===== config.mk =====
export PLATFORM = sky130hd
export DESIGN_NAME = stsq_sequencer
export DESIGN_NICKNAME = d
export VERILOG_FILES = /design/src/rtl/stsq_pkg.sv /design/src/rtl/stsq_col_sense.sv /design/src/rtl/stsq_rdata_latch.sv /design/src/rtl/stsq_fsm.sv /design/src/rtl/stsq_sequencer.sv
export SDC_FILE = /design/constraint.sdc
export NUM_CORES = 1
export LEC_CHECK = 0
export CORE_ASPECT_RATIO = 0.5
export CORE_MARGIN = 1
export CORE_UTILIZATION = 55
export CTS_BUF_LIST = sky130_fd_sc_hd__clkbuf_4
export DETAILED_ROUTE_END_ITERATION = 8
export DONT_BUFFER_PORTS = 1
export GPL_ROUTABILITY_DRIVEN = 0
export HOLD_SLACK_MARGIN = 0.12
export PLACE_DENSITY = 0.7
export SLEW_MARGIN = 40
export SYNTH_ARGS = -nofsm -noshare
export SYNTH_HDL_FRONTEND = slang
export SYNTH_HIERARCHICAL = 1
export SYNTH_SLANG_ARGS = --single-unit

===== constraint.sdc =====
create_clock -name clk -period 2.1 [get_ports clk]
set_input_delay 0.63 -clock clk [delete_from_list [all_inputs] [get_ports clk]]
set_output_delay 0.63 -clock clk [all_outputs]
set_load 0.05 [all_outputs]

===== src/rtl/stsq_pkg.sv =====
package stsq_pkg;
   typedef enum logic [2:0] {
      ST_IDLE   = 3'd0,
      ST_ISO    = 3'd1,
      ST_RD_WL  = 3'd2,
      ST_WR_DRV = 3'd3,
      ST_WR_WL  = 3'd4,
      ST_DONE   = 3'd5,
      ST_RECOV  = 3'd6,
      ST_HALT   = 3'd7
   } stsq_state_t;
endpackage


===== src/rtl/stsq_col_sense.sv =====
module stsq_col_sense #(
   parameter int W = 16
) (
   input  logic [W-1:0] bl_t_i,
   input  logic [W-1:0] bl_f_i,
   input  logic [W-1:0] drv_data_i,
   input  logic [W-1:0] wcnf_i,
   output logic         pre_ok_o,
   output logic         rd_ok_o,
   output logic         wr_match_o,
   output logic         wr_cnf_o,
   output logic         short_o
);
   logic [W-1:0] col_high, col_one, col_match, col_short;

   for (genvar c = 0; c < W; c++) begin : g_col
      assign col_high[c]  = bl_t_i[c] & bl_f_i[c];
      assign col_one[c]   = bl_t_i[c] ^ bl_f_i[c];
      assign col_match[c] = (bl_t_i[c] == drv_data_i[c]) & (bl_f_i[c] == ~drv_data_i[c]);
      assign col_short[c] = ~(bl_t_i[c] | bl_f_i[c]);
   end

   assign pre_ok_o   = &col_high;
   assign rd_ok_o    = &col_one;
   assign wr_match_o = &col_match;
   assign wr_cnf_o   = &wcnf_i;
   assign short_o    = |col_short;
endmodule


===== src/rtl/stsq_rdata_latch.sv =====
module stsq_rdata_latch #(
   parameter int W = 16
) (
   input  logic         clk,
   input  logic         rst_n,
   input  logic         cap_i,
   input  logic [W-1:0] bl_t_i,
   output logic [W-1:0] q_o
);
   always_ff @(posedge clk or negedge rst_n) begin
      if (!rst_n)     q_o <= '0;
      else if (cap_i) q_o <= bl_t_i;
   end
endmodule


===== src/rtl/stsq_fsm.sv =====
module stsq_fsm
   import stsq_pkg::*;
#(
   parameter int W  = 16,
   parameter int AW = 6
) (
   input  logic          clk,
   input  logic          rst_n,
   input  logic          req_i,
   input  logic          we_i,
   input  logic [AW-1:0] addr_i,
   input  logic [W-1:0]  wdata_i,
   input  logic          pre_ok_i,
   input  logic          rd_ok_i,
   input  logic          wr_match_i,
   input  logic          wr_cnf_i,
   input  logic          short_i,
   output logic          pchg_o,
   output logic          wl_o,
   output logic          wdrv_o,
   output logic          ack_o,
   output logic          err_o,
   output logic          cap_o,
   output logic [AW-1:0] addr_o,
   output logic [W-1:0]  wdata_o
);
   stsq_state_t state_q, state_d;
   logic        we_q;

   always_comb begin
      state_d = state_q;
      if (short_i) begin
         state_d = ST_HALT;
      end else begin
         unique case (state_q)
            ST_IDLE:   if (req_i && pre_ok_i) state_d = ST_ISO;
            ST_ISO:    state_d = we_q ? ST_WR_DRV : ST_RD_WL;
            ST_RD_WL:  if (rd_ok_i)    state_d = ST_DONE;
            ST_WR_DRV: if (wr_match_i) state_d = ST_WR_WL;
            ST_WR_WL:  if (wr_cnf_i)   state_d = ST_DONE;
            ST_DONE:   if (!req_i)     state_d = ST_RECOV;
            ST_RECOV:  if (pre_ok_i)   state_d = ST_IDLE;
            ST_HALT:   state_d = ST_HALT;
            default:   state_d = ST_HALT;
         endcase
      end
   end

   always_ff @(posedge clk or negedge rst_n) begin
      if (!rst_n) begin
         state_q <= ST_IDLE;
         we_q    <= 1'b0;
         addr_o  <= '0;
         wdata_o <= '0;
      end else begin
         state_q <= state_d;
         if (state_q == ST_IDLE && state_d == ST_ISO) begin
            we_q    <= we_i;
            addr_o  <= addr_i;
            wdata_o <= wdata_i;
         end
      end
   end

   always_comb begin
      pchg_o = (state_q == ST_IDLE) || (state_q == ST_RECOV);
      wl_o   = (state_q == ST_RD_WL) || (state_q == ST_WR_WL);
      wdrv_o = (state_q == ST_WR_DRV) || (state_q == ST_WR_WL);
      ack_o  = (state_q == ST_DONE) || (state_q == ST_RECOV);
      err_o  = (state_q == ST_HALT);
   end

   assign cap_o = (state_q == ST_RD_WL) && rd_ok_i && !short_i;

   assert_wl_after_pchg_R2: assert property (@(posedge clk) disable iff (!rst_n)
      $rose(wl_o) |-> !$past(pchg_o) && !pchg_o);
   assert_rd_close_R3: assert property (@(posedge clk) disable iff (!rst_n)
      $fell(wl_o) && !$past(wdrv_o) |-> $past(rd_ok_i));
   assert_wr_open_R4: assert property (@(posedge clk) disable iff (!rst_n)
      $rose(wl_o) && wdrv_o |-> $past(wdrv_o) && $past(wr_match_i));
   assert_wr_close_R5: assert property (@(posedge clk) disable iff (!rst_n)
      $fell(wl_o) && $past(wdrv_o) |-> $past(wr_cnf_i));
   assert_ack_idle_R6: assert property (@(posedge clk) disable iff (!rst_n)
      $rose(ack_o) |-> !wl_o && !wdrv_o);
   assert_ack_fall_R7: assert property (@(posedge clk) disable iff (!rst_n)
      $fell(ack_o) |-> $past(pre_ok_i) && !$past(req_i, 2));
   assert_err_sticky_R8: assert property (@(posedge clk) disable iff (!rst_n)
      err_o |=> err_o && !wl_o && !wdrv_o && !pchg_o && !ack_o);
endmodule


===== src/rtl/stsq_sequencer.sv =====
module stsq_sequencer #(
   parameter  int W     = 16,
   parameter  int DEPTH = 64,
   localparam int AW    = (DEPTH > 1) ? $clog2(DEPTH) : 1
) (
   input  logic          clk,
   input  logic          rst_n,
   input  logic          req_i,
   input  logic          we_i,
   input  logic [AW-1:0] addr_i,
   input  logic [W-1:0]  wdata_i,
   output logic          ack_o,
   output logic [W-1:0]  rdata_o,
   output logic          err_o,
   output logic          pchg_o,
   output logic          wl_o,
   output logic [AW-1:0] wl_addr_o,
   output logic          wdrv_o,
   output logic [W-1:0]  wdrv_data_o,
   input  logic [W-1:0]  bl_t_i,
   input  logic [W-1:0]  bl_f_i,
   input  logic [W-1:0]  wcnf_i
);
   if (W < 1 || DEPTH < 2 || DEPTH > (1 << AW)) begin : g_bad_cfg
      $error("stsq_sequencer: W must be >= 1 and DEPTH >= 2");
   end

   logic pre_ok, rd_ok, wr_match, wr_cnf, short_det, cap;

   stsq_col_sense #(.W(W)) u_sense (
      .bl_t_i     (bl_t_i),
      .bl_f_i     (bl_f_i),
      .drv_data_i (wdrv_data_o),
      .wcnf_i     (wcnf_i),
      .pre_ok_o   (pre_ok),
      .rd_ok_o    (rd_ok),
      .wr_match_o (wr_match),
      .wr_cnf_o   (wr_cnf),
      .short_o    (short_det)
   );

   stsq_fsm #(.W(W), .AW(AW)) u_fsm (
      .clk        (clk),
      .rst_n      (rst_n),
      .req_i      (req_i),
      .we_i       (we_i),
      .addr_i     (addr_i),
      .wdata_i    (wdata_i),
      .pre_ok_i   (pre_ok),
      .rd_ok_i    (rd_ok),
      .wr_match_i (wr_match),
      .wr_cnf_i   (wr_cnf),
      .short_i    (short_det),
      .pchg_o     (pchg_o),
      .wl_o       (wl_o),
      .wdrv_o     (wdrv_o),
      .ack_o      (ack_o),
      .err_o      (err_o),
      .cap_o      (cap),
      .addr_o     (wl_addr_o),
      .wdata_o    (wdrv_data_o)
   );

   stsq_rdata_latch #(.W(W)) u_rdata (
      .clk    (clk),
      .rst_n  (rst_n),
      .cap_i  (cap),
      .bl_t_i (bl_t_i),
      .q_o    (rdata_o)
   );

   assert_rdata_hold_R6: assert property (@(posedge clk) disable iff (!rst_n)
      ack_o && $past(ack_o) |-> $stable(rdata_o));
   assert_no_overlap_R2: assert property (@(posedge clk) disable iff (!rst_n)
      !(pchg_o && wl_o));
   assert_short_halts_R8: assert property (@(posedge clk) disable iff (!rst_n)
      short_det |=> err_o);
endmodule


==> results.md <==
| Item | Value | Unit |
|---|---|---|
| Overall overflow remaining after global route | 0 | - |
| Clock transition at the register clock pins on the worst setup and hold paths after CTS | 120 | ps |
| Drc violations | 0 | - |
| Area of the core | 4980 | um2 |
| Pin slew with the least headroom to its limit | 502 | ps |
| Maximum cell stage delay along the critical path | 400 | ps |
| Vias in the first global route | 2,110 | - |
| Antenna violations before repair | 0 | - |
| Vias | 2,073 | - |
| Sinks on Clock Net | 42 | - |
| Primary FF master, synth | sky130_fd_sc_hd__dfrtp_1 | - |
| Maximum buffer depth of the clock tree | 2 | - |
| Area of the die | 5530 | um2 |
| Final setup vio count | 0 | - |
| Total count of max-transition violations in the final report | 0 | - |
| Nets | 406 | - |
| Via-per-instance ratio | 5.59 | - |
| Die boundary height | 53.1 | um |
| CP Class | in -> reg | - |
| CP max FO | 6 | - |
| Asr flop ratio synth | 1.00 | - |
| IO Port Bufs | 0 | - |
| Leading post-synthesis cells by instance count | sky130_fd_sc_hd__dfrtp_1 (42), sky130_fd_sc_hd__inv_1 (33), sky130_fd_sc_hd__ha_1 (32) | - |
| Peak ir drop on the vdd network | 234 | uV |
| Worst Clk Skew | 7.05 | ps |
| Period utilization | 0.963 | - |
| Slowest stage cell, crit path | sky130_fd_sc_hd__nor4_2 | - |
| Cell with the most instances after synthesis | sky130_fd_sc_hd__dfrtp_1 | - |
| Row cnt | 18 | - |
| Sequential share of the synthesized area | 0.366 | - |
| Die span in x | 104 | um |
| Synthesis warning total | 6 | - |
| Crit start category | input port | - |
| Largest cells by area after synthesis | sky130_fd_sc_hd__dfrtp_1 (37%), sky130_fd_sc_hd__mux2_4 (16%), sky130_fd_sc_hd__ha_1 (14%), sky130_fd_sc_hd__inv_1 (4.3%), sky130_fd_sc_hd__nand2b_1 (3.7%) | - |
| Later-pin clock latency in the skew report | 350 | ps |
| Fraction of layout cells with a size suffix above 1 | 0.439 | - |
| Accumulated negative setup slack | 0 | ps |
| Wire length of the first global-routing pass | 10,300 | um |
| Unrepaired setup endpoints after global routing | no | - |
| Net count after synthesis | 368 | - |
| Root Buffer Master | sky130_fd_sc_hd__clkbuf_4 | - |
| Max H-tree Level | 2 | - |
| Power density over the cells | 392 | nW/um2 |
| Class of the worst hold path | in -> reg | - |
| Maximum clock frequency | 494 | MHz |
| Static leakage | 1.69 | nW |
| Pin count of the biggest net entering global routing | 43 | - |
| Count of distinct cell types in the synthesized netlist | 34 | - |
| Count of flip-flops with a built-in enable after synthesis | 0 | - |
| Area Overhead vs Synth | 21.5 | % |
| Summed instance area of the synthesized netlist | 2870 | um2 |
| Cell-by-cell listing of the critical path | inv_1, ha_1, nand4_1, nor4_2, and3_1, buf_4, mux2_2 | - |
| Number of I/O pins | 117 | - |
| Number of nets still failing antenna checks after routing | 0 | - |
| Number of buffers created by CTS | 5 | - |
| CP Capture Type | flip-flop | - |
| Dpl hpwl | 5390 | um |
| Synth top area share | 0.366 | - |
| Final total power | 0.00137 | W |
| Outcome | finished, final reports clean | - |
| Number of antenna repair diodes | 0 | - |
| CTS tree | yes | - |
| Worst EP arrival | 2270 | ps |
| Max-slew headroom | 0.665 | - |
| Initial core utilization | 0.577 | - |
| Data required time at the worst endpoint | 2350 | ps |
| Period minus WS final | 2020 | ps |
| Routed length per instance | 18.5 | um |
| Average cell area after synthesis | 11.0 | um2 |
| Final count of hold timing violations | 0 | - |
| Leading area contributor after synthesis | sky130_fd_sc_hd__dfrtp_1 | - |
| Fin worst setup slack | 77.2 | ps |
| TritonRoute pass-1 iters | 6 | - |
| Reported max-cap violation count | 0 | - |
| Cell count after synthesis | 262 | - |
| Detailed-route wire length | 6880 | um |
| Overall track demand over capacity in global routing | 0.251 | - |
| Iter 0 DRT Violations | 85 | - |
| Number of register bits inferred by synthesis | 42 | - |
| Pre-CTS setup slack | -276 | ps |
-- per-stage QoR --
| stage | util | cell area (um2) | instances | hold slack, ps |
|---|---|---|---|---|
| after floorplan | - | 3090 | 262 | 334 |
| after global placement | 0.672 | 3340 | 355 | 335 |
| after detailed placement | 0.672 | 3340 | 355 | 335 |
| after CTS | 0.691 | 3440 | 365 | 394 |
| after global routing | 0.701 | 3490 | 371 | 377 |
| final | 0.701 | 3490 | 371 | 409 |
-- layer usage --
layer  track usage  share of wire
met2         0.397           0.45
met3        0.0936          0.081
met1         0.332           0.47
met5             0              0
met4        0.0548         0.0031
-- sequential cells by signal (all words and copies together) (netlist names) --
register and count:
u_fsm/addr_o 6, u_fsm/state_q 3, u_fsm/wdata_o 16, u_fsm/we_q 1
u_rdata/q_o 16
-- cell usage in the layout (no fill, tap or decap), types with 5 or more instances in the layout --
master	instances
sky130_fd_sc_hd__buf_4	34
sky130_fd_sc_hd__nand3b_1	6
sky130_fd_sc_hd__o21ai_0	6
sky130_fd_sc_hd__mux2_2	9
sky130_fd_sc_hd__inv_4	11
sky130_fd_sc_hd__clkbuf_4	6
sky130_fd_sc_hd__nand2_1	14
sky130_fd_sc_hd__mux2_4	30
sky130_fd_sc_hd__dfrtp_1	40
sky130_fd_sc_hd__o22ai_1	10
sky130_fd_sc_hd__nor4_1	5
sky130_fd_sc_hd__nand4_1	17
sky130_fd_sc_hd__inv_2	10
sky130_fd_sc_hd__ha_4	11
sky130_fd_sc_hd__nand2b_1	17
sky130_fd_sc_hd__ha_1	20
sky130_fd_sc_hd__inv_1	7
-- area by class of cell --
| type | instances | area, um2 |
|---|---|---|
| clock inverters | 2 | 8.76 |
| well taps | 70 | 87.6 |
| clock buffers | 6 | 45.0 |
| flip-flops and latches | 42 | 1050 |
| multi-input cells | 180 | 1780 |
| fillers | 372 | 1490 |
| inverters | 33 | 186 |
| repair buffers | 38 | 324 |
-- power breakdown --
part | internal (W) | switching [W] | leakage [nW]
Clock | 0.000139 | 0.000265 | 0.0331
Combinational | 0.0000779 | 0.0000778 | 1.08
Sequential | 0.000808 | 0.0000000000000676 | 0.571
-- critical path, delay by kind of cell --
family                   cells  cell delay [ps]
AND/OR/NAND/NOR              3              780
buffers and inverters        2              230
adder cells (fa/ha/maj)      1              270
multiplexers                 1              350
-- path summary, 6_finish.rpt --
kind | start | endpoint | slack, ps | depth (start not counted)
max reg2reg | u_fsm/state_q[1]$_DFF_PN0_ | u_rdata/q_o[0]$_DFFE_PN0P_ | 280 | 5
min | addr_i[5] | u_fsm/addr_o[5]$_DFFE_PN0P_ | 410 | 1
min reg2reg | u_fsm/we_q$_DFFE_PN0P_ | u_fsm/we_q$_DFFE_PN0P_ | 520 | 1
max in group asynchronous | rst_n | u_fsm/state_q[1]$_DFF_PN0_ | 1140 | 2
min in group asynchronous | rst_n | u_rdata/q_o[1]$_DFFE_PN0P_ | 760 | 2
max | bl_t_i[1] | u_rdata/q_o[0]$_DFFE_PN0P_ | 80 | 7
-- kinds of logic (layout without fill, tap and decap cells) --
logic type | count (synthesis) | after routing | synth area share
xor gates and xnor gates | 2 | 2 | 0.00610
muxes | 39 | 39 | 0.192
adders and majority gates | 32 | 32 | 0.139
DFF | 42 | 42 | 0.366
and+or+nand+nor | 79 | 79 | 0.166
AOI/OAI and AO/OA | 28 | 28 | 0.0632
buffers and inverters | 40 | 79 | 0.0671
-- timing repair --
action / 4_1_cts / 5_1_grt
hold buffers: 2 / 0
setup endpoints to repair: 3 / 3
gates resized for setup: 2 / 1
hold endpoints to repair: 42 / 0
setup buffers: 0 / 6
No activity file was read; power rests on OpenSTA's default activity.
